## config.mk

```make
export PLATFORM = sky130hd
export DESIGN_NAME = pccard_host_decoder
export DESIGN_NICKNAME = d
export VERILOG_FILES = /design/src/rtl/pcc_dec_pkg.sv /design/src/rtl/pcc_slot_sampler.sv /design/src/rtl/pcc_cycle_decode.sv /design/src/rtl/pcc_cfg_reg.sv /design/src/rtl/pcc_access_fsm.sv /design/src/rtl/pccard_host_decoder.sv
export SDC_FILE = /design/constraint.sdc
export NUM_CORES = 1
export LEC_CHECK = 0
export BUFFER_PORTS_ARGS = -buffer_cell sky130_fd_sc_hd__buf_4
export CAP_MARGIN = 20
export CELL_PAD_IN_SITES_DETAIL_PLACEMENT = 1
export CELL_PAD_IN_SITES_GLOBAL_PLACEMENT = 1
export CORE_MARGIN = 2
export CORE_UTILIZATION = 40
export DETAILED_ROUTE_END_ITERATION = 7
export PLACE_DENSITY_LB_ADDON = 0.05
export SETUP_SLACK_MARGIN = 0.4
export SLEW_MARGIN = 20
export SYNTH_ARGS = -nofsm -noshare
export SYNTH_HDL_FRONTEND = slang
export SYNTH_HIERARCHICAL = 1
export SYNTH_SLANG_ARGS = --single-unit
```

## constraint.sdc

```tcl
create_clock -name clk -period 3.2 [get_ports clk]
set_input_delay 0.64 -clock clk [delete_from_list [all_inputs] [get_ports clk]]
set_output_delay 0.64 -clock clk [all_outputs]
set_load 0.02 [all_outputs]
```

## src/rtl/pcc_dec_pkg.sv

```systemverilog
package pcc_dec_pkg;

  typedef enum logic [2:0] {
    ACC_NONE,
    ACC_CM_RD,
    ACC_CM_WR,
    ACC_AM_RD,
    ACC_AM_WR,
    ACC_IO_RD,
    ACC_IO_WR
  } acc_kind_t;

  localparam logic [1:0] SPACE_COMMON = 2'b00;
  localparam logic [1:0] SPACE_ATTR   = 2'b01;
  localparam logic [1:0] SPACE_IO     = 2'b10;

  typedef struct packed {
    logic ce_n;
    logic reg_n;
    logic oe_n;
    logic we_n;
    logic iord_n;
    logic iowr_n;
  } slot_ctl_t;

  function automatic logic kind_is_read(acc_kind_t k);
    return (k == ACC_CM_RD) || (k == ACC_AM_RD) || (k == ACC_IO_RD);
  endfunction

  function automatic logic kind_is_write(acc_kind_t k);
    return (k == ACC_CM_WR) || (k == ACC_AM_WR) || (k == ACC_IO_WR);
  endfunction

  function automatic logic [1:0] space_of(acc_kind_t k);
    case (k)
      ACC_AM_RD, ACC_AM_WR: return SPACE_ATTR;
      ACC_IO_RD, ACC_IO_WR: return SPACE_IO;
      default:              return SPACE_COMMON;
    endcase
  endfunction

endpackage

```

## src/rtl/pcc_slot_sampler.sv

```systemverilog
module pcc_slot_sampler
  import pcc_dec_pkg::*;
#(
  parameter int AW = 12,
  parameter int DW = 8
) (
  input  logic          clk,
  input  logic          rst,
  input  slot_ctl_t     ctl_in,
  input  logic [AW-1:0] addr_in,
  input  logic [DW-1:0] wdata_in,
  output slot_ctl_t     ctl_q,
  output logic [AW-1:0] addr_q,
  output logic [DW-1:0] wdata_q
);

  always_ff @(posedge clk) begin
    if (rst) begin
      ctl_q   <= '1;
      addr_q  <= '0;
      wdata_q <= '0;
    end else begin
      ctl_q   <= ctl_in;
      addr_q  <= addr_in;
      wdata_q <= wdata_in;
    end
  end

endmodule

```

## src/rtl/pcc_cycle_decode.sv

```systemverilog
module pcc_cycle_decode
  import pcc_dec_pkg::*;
#(
  parameter int AW       = 12,
  parameter int IO_AW    = 4,
  parameter int CFG_ADDR = 'h200
) (
  input  slot_ctl_t     ctl,
  input  logic [AW-1:0] addr,
  input  logic          io_en,
  output acc_kind_t     kind,
  output logic          cfg_hit
);

  localparam logic [AW-1:0] CFG_A = AW'(CFG_ADDR);

  logic io_hit;
  logic mem_rd, mem_wr, io_rd, io_wr, io_idle, mem_idle;

  generate
    if (IO_AW >= AW) begin : g_io_full
      assign io_hit = 1'b1;
    end else begin : g_io_window
      assign io_hit = (addr[AW-1:IO_AW] == '0);
    end
  endgenerate

  assign io_idle  = ctl.iord_n & ctl.iowr_n;
  assign mem_idle = ctl.oe_n & ctl.we_n;
  assign mem_rd   = io_idle & ~ctl.oe_n & ctl.we_n;
  assign mem_wr   = io_idle & ctl.oe_n & ~ctl.we_n;
  assign io_rd    = mem_idle & ~ctl.iord_n & ctl.iowr_n;
  assign io_wr    = mem_idle & ctl.iord_n & ~ctl.iowr_n;

  always_comb begin
    kind = ACC_NONE;
    if (!ctl.ce_n) begin
      if (ctl.reg_n) begin
        if (mem_rd)      kind = ACC_CM_RD;
        else if (mem_wr) kind = ACC_CM_WR;
      end else begin
        if (mem_rd)                        kind = ACC_AM_RD;
        else if (mem_wr)                   kind = ACC_AM_WR;
        else if (io_rd && io_en && io_hit) kind = ACC_IO_RD;
        else if (io_wr && io_en && io_hit) kind = ACC_IO_WR;
      end
    end
  end

  assign cfg_hit = ((kind == ACC_AM_RD) || (kind == ACC_AM_WR)) && (addr == CFG_A);

endmodule

```

## src/rtl/pcc_cfg_reg.sv

```systemverilog
module pcc_cfg_reg #(
  parameter int DW    = 8,
  parameter int IDX_W = 6
) (
  input  logic          clk,
  input  logic          rst,
  input  logic          wr_en,
  input  logic [DW-1:0] wdata,
  output logic [DW-1:0] opt_q,
  output logic          io_en
);

  always_ff @(posedge clk) begin
    if (rst)        opt_q <= '0;
    else if (wr_en) opt_q <= wdata;
  end

  assign io_en = |opt_q[IDX_W-1:0];

  AST_CFG_HOLD: assert property (@(posedge clk) disable iff (rst)
    !wr_en |=> $stable(opt_q)) else $error("option byte changed without write");

endmodule

```

## src/rtl/pcc_access_fsm.sv

```systemverilog
module pcc_access_fsm
  import pcc_dec_pkg::*;
#(
  parameter int AW = 12,
  parameter int DW = 8
) (
  input  logic          clk,
  input  logic          rst,
  input  acc_kind_t     kind,
  input  logic          cfg_hit,
  input  logic [AW-1:0] addr,
  input  logic [DW-1:0] wdata,
  input  logic [DW-1:0] opt_val,
  input  logic          int_ready,
  input  logic [DW-1:0] int_rdata,
  output logic          cfg_wr,
  output logic          rd_stb,
  output logic          wr_stb,
  output logic [1:0]    space,
  output logic [AW-1:0] addr_o,
  output logic [DW-1:0] wdata_o,
  output logic          wait_n,
  output logic          data_oe,
  output logic [DW-1:0] data_out,
  output logic          inpack_n
);

  typedef enum logic [1:0] {ST_IDLE, ST_BUSY, ST_HOLD} st_t;

  st_t           st_q, st_n;
  logic          valid_q, valid_n;
  logic          rdacc_q, rdacc_n;
  logic [DW-1:0] rdata_q, rdata_n;
  logic          rd_n, wr_n, wait_q, wait_nx;
  logic [1:0]    space_q, space_n;
  logic [AW-1:0] addr_q, addr_n;
  logic [DW-1:0] wdata_q, wdata_n;
  logic          oe_q, inpack_q;

  assign cfg_wr = (st_q == ST_IDLE) && (kind == ACC_AM_WR) && cfg_hit;

  always_comb begin
    st_n    = st_q;
    valid_n = valid_q;
    rdacc_n = rdacc_q;
    rdata_n = rdata_q;
    rd_n    = 1'b0;
    wr_n    = 1'b0;
    wait_nx = wait_q;
    space_n = space_q;
    addr_n  = addr_q;
    wdata_n = wdata_q;
    case (st_q)
      ST_IDLE: begin
        valid_n = 1'b0;
        if (kind != ACC_NONE) begin
          if (cfg_hit) begin
            st_n = ST_HOLD;
            if (kind_is_read(kind)) begin
              rdata_n = opt_val;
              valid_n = 1'b1;
            end
          end else begin
            rd_n    = kind_is_read(kind);
            wr_n    = kind_is_write(kind);
            rdacc_n = kind_is_read(kind);
            space_n = space_of(kind);
            addr_n  = addr;
            wdata_n = wdata;
            wait_nx = 1'b0;
            st_n    = ST_BUSY;
          end
        end
      end
      ST_BUSY: begin
        if (kind == ACC_NONE) begin
          wait_nx = 1'b1;
          st_n    = ST_IDLE;
        end else if (int_ready) begin
          wait_nx = 1'b1;
          st_n    = ST_HOLD;
          if (rdacc_q) begin
            rdata_n = int_rdata;
            valid_n = 1'b1;
          end
        end
      end
      default: begin
        if (kind == ACC_NONE) begin
          st_n    = ST_IDLE;
          valid_n = 1'b0;
        end
      end
    endcase
  end

  always_ff @(posedge clk) begin
    if (rst) begin
      st_q     <= ST_IDLE;
      valid_q  <= 1'b0;
      rdacc_q  <= 1'b0;
      rdata_q  <= '0;
      rd_stb   <= 1'b0;
      wr_stb   <= 1'b0;
      wait_q   <= 1'b1;
      space_q  <= SPACE_COMMON;
      addr_q   <= '0;
      wdata_q  <= '0;
      oe_q     <= 1'b0;
      inpack_q <= 1'b1;
    end else begin
      st_q     <= st_n;
      valid_q  <= valid_n;
      rdacc_q  <= rdacc_n;
      rdata_q  <= rdata_n;
      rd_stb   <= rd_n;
      wr_stb   <= wr_n;
      wait_q   <= wait_nx;
      space_q  <= space_n;
      addr_q   <= addr_n;
      wdata_q  <= wdata_n;
      oe_q     <= valid_n && kind_is_read(kind);
      inpack_q <= !(kind == ACC_IO_RD);
    end
  end

  assign space    = space_q;
  assign addr_o   = addr_q;
  assign wdata_o  = wdata_q;
  assign wait_n   = wait_q;
  assign data_oe  = oe_q;
  assign data_out = rdata_q;
  assign inpack_n = inpack_q;

  AST_STROBE_PULSE: assert property (@(posedge clk) disable iff (rst)
    (rd_stb || wr_stb) |=> !(rd_stb || wr_stb)) else $error("strobe longer than one cycle");
  AST_STROBE_EXCL: assert property (@(posedge clk) disable iff (rst)
    $onehot0({rd_stb, wr_stb})) else $error("read and write strobes together");
  AST_WAIT_ON_STROBE: assert property (@(posedge clk) disable iff (rst)
    (rd_stb || wr_stb) |-> !wait_n) else $error("strobe without wait");
  AST_WAIT_RELEASE: assert property (@(posedge clk) disable iff (rst)
    (!wait_n && int_ready) |=> wait_n) else $error("wait not released after ready");

endmodule

```

## src/rtl/pccard_host_decoder.sv

```systemverilog
module pccard_host_decoder
  import pcc_dec_pkg::*;
#(
  parameter int AW       = 12,
  parameter int DW       = 8,
  parameter int IO_AW    = 4,
  parameter int IDX_W    = 6,
  parameter int CFG_ADDR = 'h200
) (
  input  logic          clk,
  input  logic          rst,
  input  logic          card_en_n,
  input  logic          reg_sel_n,
  input  logic          oe_n,
  input  logic          we_n,
  input  logic          iord_n,
  input  logic          iowr_n,
  input  logic [AW-1:0] host_addr,
  input  logic [DW-1:0] host_wdata,
  output logic [DW-1:0] host_rdata,
  output logic          host_rdata_oe,
  output logic          inpack_n,
  output logic          wait_n,
  output logic          int_rd,
  output logic          int_wr,
  output logic [1:0]    int_space,
  output logic [AW-1:0] int_addr,
  output logic [DW-1:0] int_wdata,
  input  logic [DW-1:0] int_rdata,
  input  logic          int_ready,
  output logic          cfg_io_en
);

  slot_ctl_t     ctl_in, s_ctl;
  logic [AW-1:0] s_addr;
  logic [DW-1:0] s_wdata;
  acc_kind_t     kind;
  logic          cfg_hit, cfg_wr;
  logic [DW-1:0] opt_val;

  assign ctl_in = '{ce_n: card_en_n, reg_n: reg_sel_n, oe_n: oe_n, we_n: we_n,
                    iord_n: iord_n, iowr_n: iowr_n};

  pcc_slot_sampler #(.AW(AW), .DW(DW)) u_sampler (
    .clk(clk), .rst(rst), .ctl_in(ctl_in), .addr_in(host_addr), .wdata_in(host_wdata),
    .ctl_q(s_ctl), .addr_q(s_addr), .wdata_q(s_wdata)
  );

  pcc_cycle_decode #(.AW(AW), .IO_AW(IO_AW), .CFG_ADDR(CFG_ADDR)) u_decode (
    .ctl(s_ctl), .addr(s_addr), .io_en(cfg_io_en), .kind(kind), .cfg_hit(cfg_hit)
  );

  pcc_cfg_reg #(.DW(DW), .IDX_W(IDX_W)) u_cfg (
    .clk(clk), .rst(rst), .wr_en(cfg_wr), .wdata(s_wdata), .opt_q(opt_val), .io_en(cfg_io_en)
  );

  pcc_access_fsm #(.AW(AW), .DW(DW)) u_fsm (
    .clk(clk), .rst(rst), .kind(kind), .cfg_hit(cfg_hit), .addr(s_addr), .wdata(s_wdata),
    .opt_val(opt_val), .int_ready(int_ready), .int_rdata(int_rdata), .cfg_wr(cfg_wr),
    .rd_stb(int_rd), .wr_stb(int_wr), .space(int_space), .addr_o(int_addr),
    .wdata_o(int_wdata), .wait_n(wait_n), .data_oe(host_rdata_oe), .data_out(host_rdata),
    .inpack_n(inpack_n)
  );

  AST_STANDBY_QUIET: assert property (@(posedge clk) disable iff (rst)
    s_ctl.ce_n |=> !(int_rd || int_wr)) else $error("strobe while card disabled");
  AST_OE_NEEDS_CE: assert property (@(posedge clk) disable iff (rst)
    host_rdata_oe |-> ($past(s_ctl.ce_n) == 1'b0)) else $error("data driven without card enable");
  AST_OE_NEEDS_RDSTB: assert property (@(posedge clk) disable iff (rst)
    host_rdata_oe |-> (!$past(s_ctl.oe_n) || !$past(s_ctl.iord_n))) else $error("data driven without read strobe");
  AST_INPACK_CFG: assert property (@(posedge clk) disable iff (rst)
    !inpack_n |-> cfg_io_en) else $error("acknowledge while unconfigured");
  AST_IO_NEEDS_CFG: assert property (@(posedge clk) disable iff (rst)
    ((int_rd || int_wr) && int_space == SPACE_IO) |-> cfg_io_en) else $error("I/O strobe while unconfigured");

endmodule

```

# Word level (Yosys, flattened, before mapping)
# Cells that the tools add are included.
# word_totals
mem_count	0
elab_cells	117
rom_bits	0
latch_bits	0
ff_bits	73
ramBits	0
input_bits	37
output_inout_bits	36
# classes
addsub	0
div_mod_pow	0
eq_ne	16
n_reduce_logical	28
shifts	0
magnitude_cmp	0
muxes	35
n_bitwise	17
mul	0
# op_table
op	n
two-way mux 8 bit	6
two-way mux 3 bit	7
case mux 8 bit (2 select lines)	1
equality test 12 x 10 -> 1 bit (second input constant)	1
two-way mux 2 bit	6
two-way mux 1 bit	11
bitwise AND 1 bit	10
!= test 2 bit (second input constant)	5
equality test 3 bit (second input constant)	3
logical AND 1 bit	8
zero test 8 bit	1
case mux 2 bit (2 select lines)	2
NOT 1 bit	7
AND reduction 7 bit	1
equality test 3 x 2 -> 1 bit (second input constant)	2
AND reduction 3 bit	2
nonzero test 3 bit	2
OR reduction 6 bit	1
logical OR 1 bit	5
!= test 2 x 1 -> 1 bit (second input constant)	2
case mux 1 bit (2 select lines)	2
AND reduction 4 bit	1
OR reduction 2 bit	2
OR reduction 4 bit	1
other kinds (7)	7

# Logic depth before layout (Yosys ltp)
# Gate-level depths: netlist of run 1.
# logic_depth
depth_word	19
mapped_depth	12

# By module
# The synthesis of run 1 kept the hierarchy.
# by_module_without_submodules
mod	instances	cells_each	seq_area_each_um2	area_each_um2
pcc_access_fsm	1	186	780.7	1757.9
pcc_slot_sampler	1	54	520.5	706.9
pcc_cfg_reg	1	29	160.2	299.0
pcc_cycle_decode	1	27	0.0	192.7

# Worst setup path before layout of run 1
# No wires, ideal clock.
# synth_path
path_kind	reg2reg
startpoint	register u_sampler.addr_q[6]
endpoint	register u_fsm.rdata_q[0] (netlist: u_fsm/data_out[0])
slack_ns	0.335
arrival_time_ns	2.723
path_stages_with_launch	8
path_cell_list	dfxtp_1 -> or4_4 -> or3_2 -> o21ai_0 -> a21boi_0 -> buf_2 -> a221oi_1 -> a211oi_2
# synth_via
elab_chain_len	13
# synth_lines
element	line	source
from (decl)	pcc_slot_sampler.sv:13	output logic [AW-1:0] addr_q,
from (signal assigned)	pcc_slot_sampler.sv:24	addr_q <= addr_in;
zero test 8 bit *	pcc_cycle_decode.sv:24	assign io_hit = (addr[AW-1:IO_AW] == '0);
logical AND 1 bit	pcc_cycle_decode.sv:45	else if (io_wr && io_en && io_hit) kind = ACC_IO_WR;
two-way mux 3 bit	pcc_cycle_decode.sv:45	
two-way mux 3 bit *	pcc_cycle_decode.sv:44	else if (io_rd && io_en && io_hit) kind = ACC_IO_RD;
two-way mux 3 bit *	pcc_cycle_decode.sv:43	else if (mem_wr) kind = ACC_AM_WR;
two-way mux 3 bit *	pcc_cycle_decode.sv:42	if (mem_rd) kind = ACC_AM_RD;
two-way mux 3 bit *	pcc_cycle_decode.sv:38	if (ctl.reg_n) begin
two-way mux 3 bit *	pcc_cycle_decode.sv:37	if (!ctl.ce_n) begin
via kind[2]	pccard_host_decoder.sv:37	acc_kind_t kind;
equality test 3 x 2 -> 1 bit, or another cell as far along	pcc_dec_pkg.sv:27, pcc_cycle_decode.sv:50	
logical OR 1 bit (on tied branches)	pcc_cycle_decode.sv:50, pcc_dec_pkg.sv:27	
logical AND 1 bit or logical OR 1 bit (tied branches)	pcc_cycle_decode.sv:50, pcc_dec_pkg.sv:27	
!= test 2 x 1 -> 1 bit (no line) or != test 2 bit (tied branches)	--	
AND reduction 7 bit (no line) *	--	
to (signal assigned)	pcc_access_fsm.sv:115	rdata_q <= rdata_n;
to (decl)	pcc_access_fsm.sv:33	logic [DW-1:0] rdata_q, rdata_n;
# Mark *: on every way through the listed nets, which the timed path passes. The rest lies on a longest branch.
# A chain may end at the register's enable or synchronous reset.

# Final worst setup path of run 1
# layout_path
startpoint	register u_sampler.addr_q[6]
endpoint	register u_fsm.rdata_q[4] (netlist: u_fsm/data_out[4])
# layout_via
elab_chain_len	13
# layout_lines
element	line	source
zero test 8 bit	pcc_cycle_decode.sv:24	
logical AND 1 bit	pcc_cycle_decode.sv:45	
two-way mux 3 bit	pcc_cycle_decode.sv:45	
two-way mux 3 bit	pcc_cycle_decode.sv:44	
two-way mux 3 bit	pcc_cycle_decode.sv:43	
two-way mux 3 bit	pcc_cycle_decode.sv:42	
two-way mux 3 bit	pcc_cycle_decode.sv:38	
two-way mux 3 bit	pcc_cycle_decode.sv:37	
equality test 3 x 2 -> 1 bit or equality test 3 bit (tied branches)	pcc_cycle_decode.sv:50	assign cfg_hit = ((kind == ACC_AM_RD) || (kind == ACC_AM_WR)) && (addr == CFG_A);
logical OR 1 bit	pcc_cycle_decode.sv:50	
logical AND 1 bit *	pcc_cycle_decode.sv:50	
via cfg_hit	pccard_host_decoder.sv:38	logic cfg_hit, cfg_wr;
!= test 2 x 1 -> 1 bit (no line) *	--	
AND reduction 7 bit (no line) *	--	
# Marked as above.

==> reports/metrics.yaml, run 1 <==
clock_network:
  cts_sinks: 73
  cts_root_buffer: "clkbuf_8"
  ctsHtreeMaxLevel: 3
  cts_buffers: 9
  clk_path_buf_depth: 2
  clk_latency_ns: 0.33
  cts_tree: "built"
  path_clk_slew_ns: 0.07
yosys:
  synth_nets: 333
  synthSimpleGateAreaFrac_pct: 21.3
  synth_xor_area_share_pct: 0.592
  synth_compound_area_share_pct: 17.6
  muxShareOfSynthArea_pct: 5.42
  syn_avg_cell_area_um2: 9.99
  netlist-cell-type-count: 49
  postSynth.asyncResetShare_pct: 0
  synth-seq-area-share_pct: 49.4
  synth.area.top_cells: "dfxtp_1, mux2i_1, a21oi_1"
  synth-seq-cells: 73
  synth_top_area_share_pct: 49.4
  synth_top_family_by_area: "simple AND/OR/NAND/NOR gates"
  synthAdderAreaFrac_pct: 0
  synth_top_cell_by_area: "dfxtp_1"
  yosys_most_used_dff: "dfxtp_1"
  synth_cells: 296
  synth_edf_count: 0
  yosys_warnings: 6
  synth_area_mm2: 0.00296
outcome:
  status: "finished, final reports clean"
timing:
  timing.hold.ws_ns: 0.471
  min_period_ns: 2.76
  skew_ns: 0.00750
  hold_violations: 0
  rsz0062_at_grt: "yes"
  fin_tns_setup_ns: 0
  tightest_slew_ns: 1.03
  setup_viol: 0
  timing.final.ws_setup_ns: 0.443
  finalCritPeriodShare_pct: 86.2
  final-max-slew-violation-count: 0
  relSlewSlack_pct: 31.4
  clock.fmax_ghz: 0.363
grt:
  grt.overflow.total: 0
  grt_util_all_layers_pct: 20.4
  grt_pass1_vias: 2590
  antenna_found_initial: 0
  grt_pass1_wl_um: 13200
  grt_max_degree: 73
routing:
  routed_via_density: 5.29
  drt-total-wl_um: 8200
  final_antenna_net_count: 0
  drt_first_pass_iters: 4
  wl_per_cell_um: 17.3
  drc_errors: 0
  drtIter0Drc: 114
  vias: 2515
power:
  switching_share_pct: 21.6
  power_mw: 1.93
  p_seq_share_pct: 49.1
  powerDensity_mw_per_mm2: 499
  ir_drop_uv: 260
  p_sw_mw: 0.418
  clkPwrFrac_pct: 44.2
  p_leak_nw: 1.52
  pwr-share-comb_pct: 6.8
  intPower_mw: 1.51
critical_path:
  cp-endpoint: "u_fsm/data_out[4]"
  r2r_setup_slack_ns: 0.44
  cp_slowest_cell: "or4_4"
  cp.depth: 9
  cp.required_ns: 3.39
  critPathLaunch: "u_sampler/addr_q[6]"
  crit_fanout: 10
  startpoint_type: "flop"
  path_buf_inv: 2
  crit_family: "simple AND/OR/NAND/NOR gates"
  reg2reg_from: "u_sampler/addr_q[6]"
  r2r_cells: 9
  arrival_ns: 2.94
  slowest_delay_ns: 0.56
  cp-end-kind: "flop"
  critPathKind: "flop to flop"
  worstPathCellList: "or4_4, nor4_4, o221ai_2, a2111oi_4, nor3b_4, buf_4, a22o_1, buf_6, a211oi_2"
  worstReg2RegEnd: "u_fsm/data_out[4]"
die:
  start_util_pct: 41.0
  die_h_um: 90.0
  row_count: 31
  chipWidth_um: 90.0
  dieArea_mm2: 0.00810
  ios: 73
  coreArea_mm2: 0.00721
placed_design:
  port-buffer-count: 72
  hpwl_um: 5350
  placed_area_mm2: 0.00355
  gp_congestion: 0.870
  dp_slack_ns: 0.303
finish:
  area_growth_pct: 31.1
  nets: 408
  diodes: 0
  final_area_mm2: 0.00388
  drive_gt1_share_pct: 34.0
run:
  cap_violations: 0
worst_hold_path:
  hold_path.class: "flop to flop"
cell families after synthesis:
kind of cell | Yosys count
and+or+nand+nor | 100
AOI/OAI and AO/OA | 79
DFF | 73
buffers and inverters | 26
muxes | 16
xor gates and xnor gates | 2
flip-flops by register name, indices dropped and copies added (netlist names), 2 cells and up:
register	cells
u_cfg/opt_q	8
u_fsm/addr_o	12
u_fsm/data_out	8
u_fsm/space	2
u_fsm/st_q	2
u_fsm/wdata_o	8
u_sampler/addr_q	12
u_sampler/ctl_q	6
u_sampler/wdata_q	8
final cells by class:
type	count	area, um^2
multi-input cells	198	1360
well taps	99	124
fillers	853	3340
flip-flops and latches	73	1460
clock buffers	11	131
repair buffers	89	693
clock inverters	5	104
placed cells by master (no fill, tap or decap), types with 3 or more instances in the layout:
cell type  count
nand3_1       21
or3_2          3
nor2b_1       20
a221oi_1       8
nand2_1        5
clkbuf_8       9
buf_4         84
dfxtp_1       72
a211oi_2       8
o21ai_0       24
bufinv_16      3
or2_1          6
nor2_1        16
a21oi_1       27
mux2i_1       16
o21ai_1        5
and2b_1        5
layer usage:
layer	share of wire, %	up-vias	GRT usage (%)	wire length, um
met1	47	1227	27.1	3820
met5	0	-	0	0
met4	0.43	0	6.03	35
met3	5.7	2	4.61	466
met2	47	81	33.5	3880
li1	-	1205	-	-
power by group through the flow:
stage / Combinational (mW) / Clock [mW] / Sequential (mW)
5_1_grt: 0.143 / 0.910 / 0.951
2_1_floorplan: 0.0668 / 0 / 0.969
4_1_cts: 0.130 / 0.877 / 0.948
3_3_place_gp: 0.126 / 0 / 0.968
6_report: 0.131 / 0.853 / 0.948
3_5_place_dp: 0.128 / 0 / 0.969
metrics by stage:
step / std cells / utilization, %
floorplan: 296 / -
global placement: 450 / 49.2
detailed placement: 451 / 49.2
CTS: 471 / 53.0
global route: 475 / 53.7
finish: 475 / 53.7
how the worst min path moves through the flow:
stage	start	to	slack, ns	cells past startpoint
2_1_floorplan	u_sampler/addr_q[7]	u_fsm/addr_o[7]	0.44	2
3_3_place_gp	u_sampler/wdata_q[0]	u_fsm/wdata_o[0]	0.46	2
6_report	u_sampler/addr_q[8]	u_fsm/addr_o[8]	0.47	2
4_1_cts	reg_sel_n	u_sampler/ctl_q[4]	0.46	2
3_5_place_dp	u_sampler/wdata_q[1]	u_fsm/wdata_o[1]	0.46	2
5_1_grt	reg_sel_n	u_sampler/ctl_q[4]	0.47	2
worst min-delay path: stages, from the launching register on:
cell and delay [ns]:
dfxtp_1 0.31, nand3_1 0.06, a21oi_1 0.05
synthesized netlist by cell type (all sizes together) (2+ instances only):
master   n
and2b    5
nor3     4
nand2    5
a21oi   27
xor2     2
or3      4
or2      6
nand3   21
nor2b   20
nor4     4
o21ai   29
a211oi   9
mux2i   16
clkbuf   8
nand2b   2
dfxtp   73
a221oi   8
and3     2
nor2    16
buf     18
nor3b    2
what timing repair did:
item                       CTS  global route
hold buffers                 0             0
setup endpoints to repair   18            38
gates cloned                 1             0
setup buffers                3             4
gates resized for setup      2             7
pin swaps                    2             0
No activity file was read; power rests on OpenSTA's default activity.
==> run 2, diff against run 1 <==
Settings changed: RECOVER_POWER set to 25.
==> reports/metrics.yaml, run 2 (synthesized netlist as in run 1, its figures left out) <==
finish:
  final_cell_mix: "buf_4, dfxtp_1, a21oi_1"
  drive_gt1_share_pct: 33.8
  fillers: 853
  nets: 408
  diodes: 0
  area_growth_pct: 30.9
  finalNonFillerCells: 475
  final_common_cell: "buf_4"
timing:
  relSlewSlack_pct: 4.29
  setup_viol: 0
  min_period_ns: 2.79
  clock.fmax_ghz: 0.358
  rsz0062_at_grt: "yes"
  finalCritPeriodShare_pct: 87.3
  final-max-slew-violation-count: 0
  skew_ns: 0.00825
  hold_violations: 0
  fin_tns_setup_ns: 0
  tightest_slew_ns: 1.44
clock_network:
  clk_latency_ns: 0.34
  cts_buffers: 9
  cts_tree: "built"
  ctsHtreeMaxLevel: 3
  cts_root_buffer: "clkbuf_8"
  hold_buffers: 0
  cts_sinks: 73
  path_clk_slew_ns: 0.07
  clk_path_buf_depth: 2
routing:
  routed_via_density: 5.32
  wl_per_cell_um: 17.3
  final_antenna_net_count: 0
  drtIter0Drc: 114
  drt_first_pass_iters: 4
  drc_errors: 0
  vias: 2527
  drt-total-wl_um: 8230
worst_hold_path:
  hold_path.class: "flop to flop"
die:
  dieArea_mm2: 0.00810
  start_util_pct: 41.0
  chipWidth_um: 90.0
  coreArea_mm2: 0.00721
  row_count: 31
  ios: 73
  die_h_um: 90.0
critical_path:
  arrival_ns: 2.95
  startpoint_type: "flop"
  crit_fanout: 10
  cp.required_ns: 3.35
  cp-end-kind: "flop"
  critPathKind: "flop to flop"
grt:
  grt_pass1_vias: 2590
  grt_util_all_layers_pct: 20.4
  grt.overflow.total: 0
  grt_pass1_wl_um: 13200
  grt_max_degree: 73
  antenna_found_initial: 0
placed_design:
  port-buffer-count: 72
  gp_congestion: 0.870
  hpwl_um: 5350
  dp_cells: 451
power:
  ir_drop_uv: 262
  p_leak_nw: 1.51
  powerDensity_mw_per_mm2: 500
outcome:
  status: "finished, final reports clean"
run:
  cap_violations: 0
## run 2: cell count changes in the layout (fill, tap and decap cells not counted)
cell | before | now
buf_4 | 84 | 82
clkbuf_1 | 2 | 3
clkbuf_2 | 0 | 1
## run 2: final timing paths
check	cells past startpoint	slack (ns)	end	startpoint
setup reg to reg	9	0.41	u_fsm/data_out[4]	u_sampler/addr_q[6]
setup / recovery	9	0.41	u_fsm/data_out[4]	u_sampler/addr_q[6]
hold reg to reg	2	0.47	u_fsm/addr_o[8]	u_sampler/addr_q[8]
hold / removal	2	0.47	u_fsm/addr_o[8]	u_sampler/addr_q[8]
## run 2: layout make-up
class,count,area [um^2],area share (%)
clock buffers,11,131,3.39
well taps,99,124,3.20
flip-flops and latches,73,1460,37.8
multi-input cells,198,1360,35.2
clock inverters,5,104,2.68
repair buffers,89,687,17.7
## run 2: repair_timing
item / 4_1_cts / 5_1_grt
pin swaps: 2 / 0
endpoints found under the setup margin: 18 / 38
hold endpoints to repair: 0 / 0
cloned: 1 / 0
setup buffers: 3 / 4
gates resized for setup: 2 / 7
## run 2: critical path, stage by stage, from the launching register on
cell       delay, ns
dfxtp_2         0.32
or4_4           0.56
nor4_4          0.33
o221ai_2        0.15
a2111oi_4       0.38
nor3b_4         0.25
buf_4           0.20
a22o_1          0.17
buf_6           0.17
a211oi_2        0.08
## run 2: routing by layer
metal  wire, um  global-route usage [%]
met1       3780                    27.1
met2       3940                    33.5
met3        447                    4.61
met4         57                    6.03
met5          0                       0
## run 2: report_power, final
part / internal, mW / total (mW) / switching [mW]
Sequential: 0.931 / 0.948 / 0.0167
Combinational: 0.0638 / 0.131 / 0.0671
Clock: 0.519 / 0.856 / 0.337
## run 2: through the flow
step                setup slack (ns)  power, mW  instance area, um^2  hold slack [ns]  utilization [%]
floorplan                      0.442       1.04                 2970            0.438                -
global placement               0.164       1.09                 3550            0.458             49.2
detailed placement             0.303       1.10                 3550            0.462             49.2
CTS                            0.420       1.95                 3820            0.463             53.0
global route                   0.300       2.00                 3870            0.471             53.6
finish                         0.406       1.93                 3870            0.471             53.6
==> run 3, diff against run 2 <==
--- a/config.mk
+++ b/config.mk
@@ -11,5 +11,6 @@
 export CELL_PAD_IN_SITES_GLOBAL_PLACEMENT = 1
 export CORE_MARGIN = 2
-export CORE_UTILIZATION = 40
+export CORE_UTILIZATION = 42
+export CTS_BUF_LIST = sky130_fd_sc_hd__clkbuf_4
 export DETAILED_ROUTE_END_ITERATION = 7
 export PLACE_DENSITY_LB_ADDON = 0.05
==> constraint.sdc (replaced) <==
create_clock -name clk -period 3.2 [get_ports clk]
set_input_delay 0.64 -clock clk [delete_from_list [all_inputs] [get_ports clk]]
set_output_delay 0.64 -clock clk [all_outputs]
set_load 0.005 [all_outputs]
==> reports/metrics.yaml, run 3 (synthesized netlist as in run 1, its figures left out) <==
grt:
  grt_util_all_layers_pct: 19.9
  grt_pass1_vias: 2321
  grt_max_degree: 73
  met3_usage_pct: 2.73
  grt_pass1_wl_um: 11600
  busiest_layer: "met2"
  grt_use_met1_pct: 27.3
  met2_usage_pct: 31.5
  antenna_found_initial: 0
  grt.overflow.total: 0
clock_network:
  cts_tree: "built"
  cts_sinks: 73
  ctsHtreeMaxLevel: 3
  cts_root_buffer: "clkbuf_4"
  path_clk_slew_ns: 0.12
  clk_latency_ns: 0.41
  cts_buffers: 9
  clk_path_buf_depth: 2
timing:
  final-max-slew-violation-count: 0
  tightest_slew_ns: 1.45
  hold_violations: 0
  min_period_ns: 2.76
  clock.fmax_ghz: 0.363
  timing.hold.ws_ns: 0.403
  fin_tns_setup_ns: 0
  setup_viol: 0
  relSlewSlack_pct: 3.10
  rsz0062_at_grt: "yes"
  skew_ns: 0.0194
  finalCritPeriodShare_pct: 86.1
die:
  ios: 73
  die_h_um: 87.9
  coreArea_mm2: 0.00679
  row_count: 30
  dieArea_mm2: 0.00773
  start_util_pct: 43.5
  chipWidth_um: 87.9
critical_path:
  crit_top_cell: "buf_4"
  r2r_setup_slack_ns: 0.44
  cp.required_ns: 3.44
  reg2reg_from: "u_sampler/addr_q[6]"
  slowest_delay_ns: 0.58
  critPathLaunch: "u_sampler/addr_q[6]"
  arrival_ns: 3.00
  cp-end-kind: "flop"
  path_buf_inv: 2
  cp_slowest_cell: "or4_4"
  worstPathCellList: "or4_4, or3_2, o21ai_2, buf_4, a21boi_0, buf_4, a221oi_1, a211oi_2"
  startpoint_type: "flop"
  crit_fanout: 10
  crit_family: "simple AND/OR/NAND/NOR gates"
  cp.depth: 8
  critPathKind: "flop to flop"
  r2r_cells: 8
finish:
  area_growth_pct: 28.1
  multi_input_area_mm2: 0.00139
  final_common_cell: "buf_4"
  diodes: 0
  final_cell_mix: "buf_4, dfxtp_1, a21oi_1"
  ff_latch_area_mm2: 0.00147
  fillers: 772
  drive_gt1_share_pct: 35.1
  nets: 402
power:
  power_mw: 1.73
  ir_drop_uv: 248
  p_leak_nw: 1.47
  powerDensity_mw_per_mm2: 458
placed_design:
  gp_congestion: 0.835
  hpwl_um: 5210
  port-buffer-count: 72
routing:
  drt_first_pass_iters: 5
  drc_errors: 0
  routed_via_density: 5.24
  wl_per_cell_um: 16.1
  drt-total-wl_um: 7520
  final_antenna_net_count: 0
  drtIter0Drc: 116
  vias: 2441
worst_hold_path:
  min_from: "we_n"
  hold_path.class: "input port to flop"
  holdPathStages: 2
outcome:
  status: "finished, final reports clean"
run:
  cap_violations: 0
run 3: worst paths after layout:
path | endpoint
min reg2reg | u_fsm/addr_o[7]
min | u_sampler/ctl_q[2]
max reg2reg | u_fsm/data_out[5]
max | u_fsm/data_out[5]
run 3: stage by stage:
stage	setup WS, ns	util (%)	area [um^2]	cells
after floorplan	0.442	-	2970	296
after global placement	0.263	52.3	3550	448
after detailed placement	0.139	52.3	3550	448
after CTS	0.430	54.9	3730	464
after global routing	0.335	55.8	3790	466
final	0.444	55.8	3790	466
run 3: power by group:
part / internal [mW] / switching, mW / total (mW)
clock network: 0.328 / 0.331 / 0.659
registers: 0.931 / 0.0169 / 0.948
logic: 0.0644 / 0.0613 / 0.126
total: 1.32 / 0.409 / 1.73
run 3: final cells by class:
class / instances / share of cell area (%)
Sequential cell: 73 / 38.8
Clock inverter: 6 / 2.38
Clock buffer: 10 / 1.98
Multi-Input combinational cell: 197 / 36.8
Tap cell: 96 / 3.17
Timing Repair Buffer: 84 / 16.9
run 3: per-layer routing:
layer  wire, um  share of wire, %
met4        102               1.4
met2       3470                46
met5          0                 0
met1       3620                48
met3        325               4.3
run 3: what timing repair did:
action / in CTS / in global routing
resized for setup: 4 / 12
setup buffers: 0 / 2
hold buffers: 0 / 0
pin swaps: 0 / 3
gates cloned: 0 / 0
setup endpoints to repair: 18 / 27
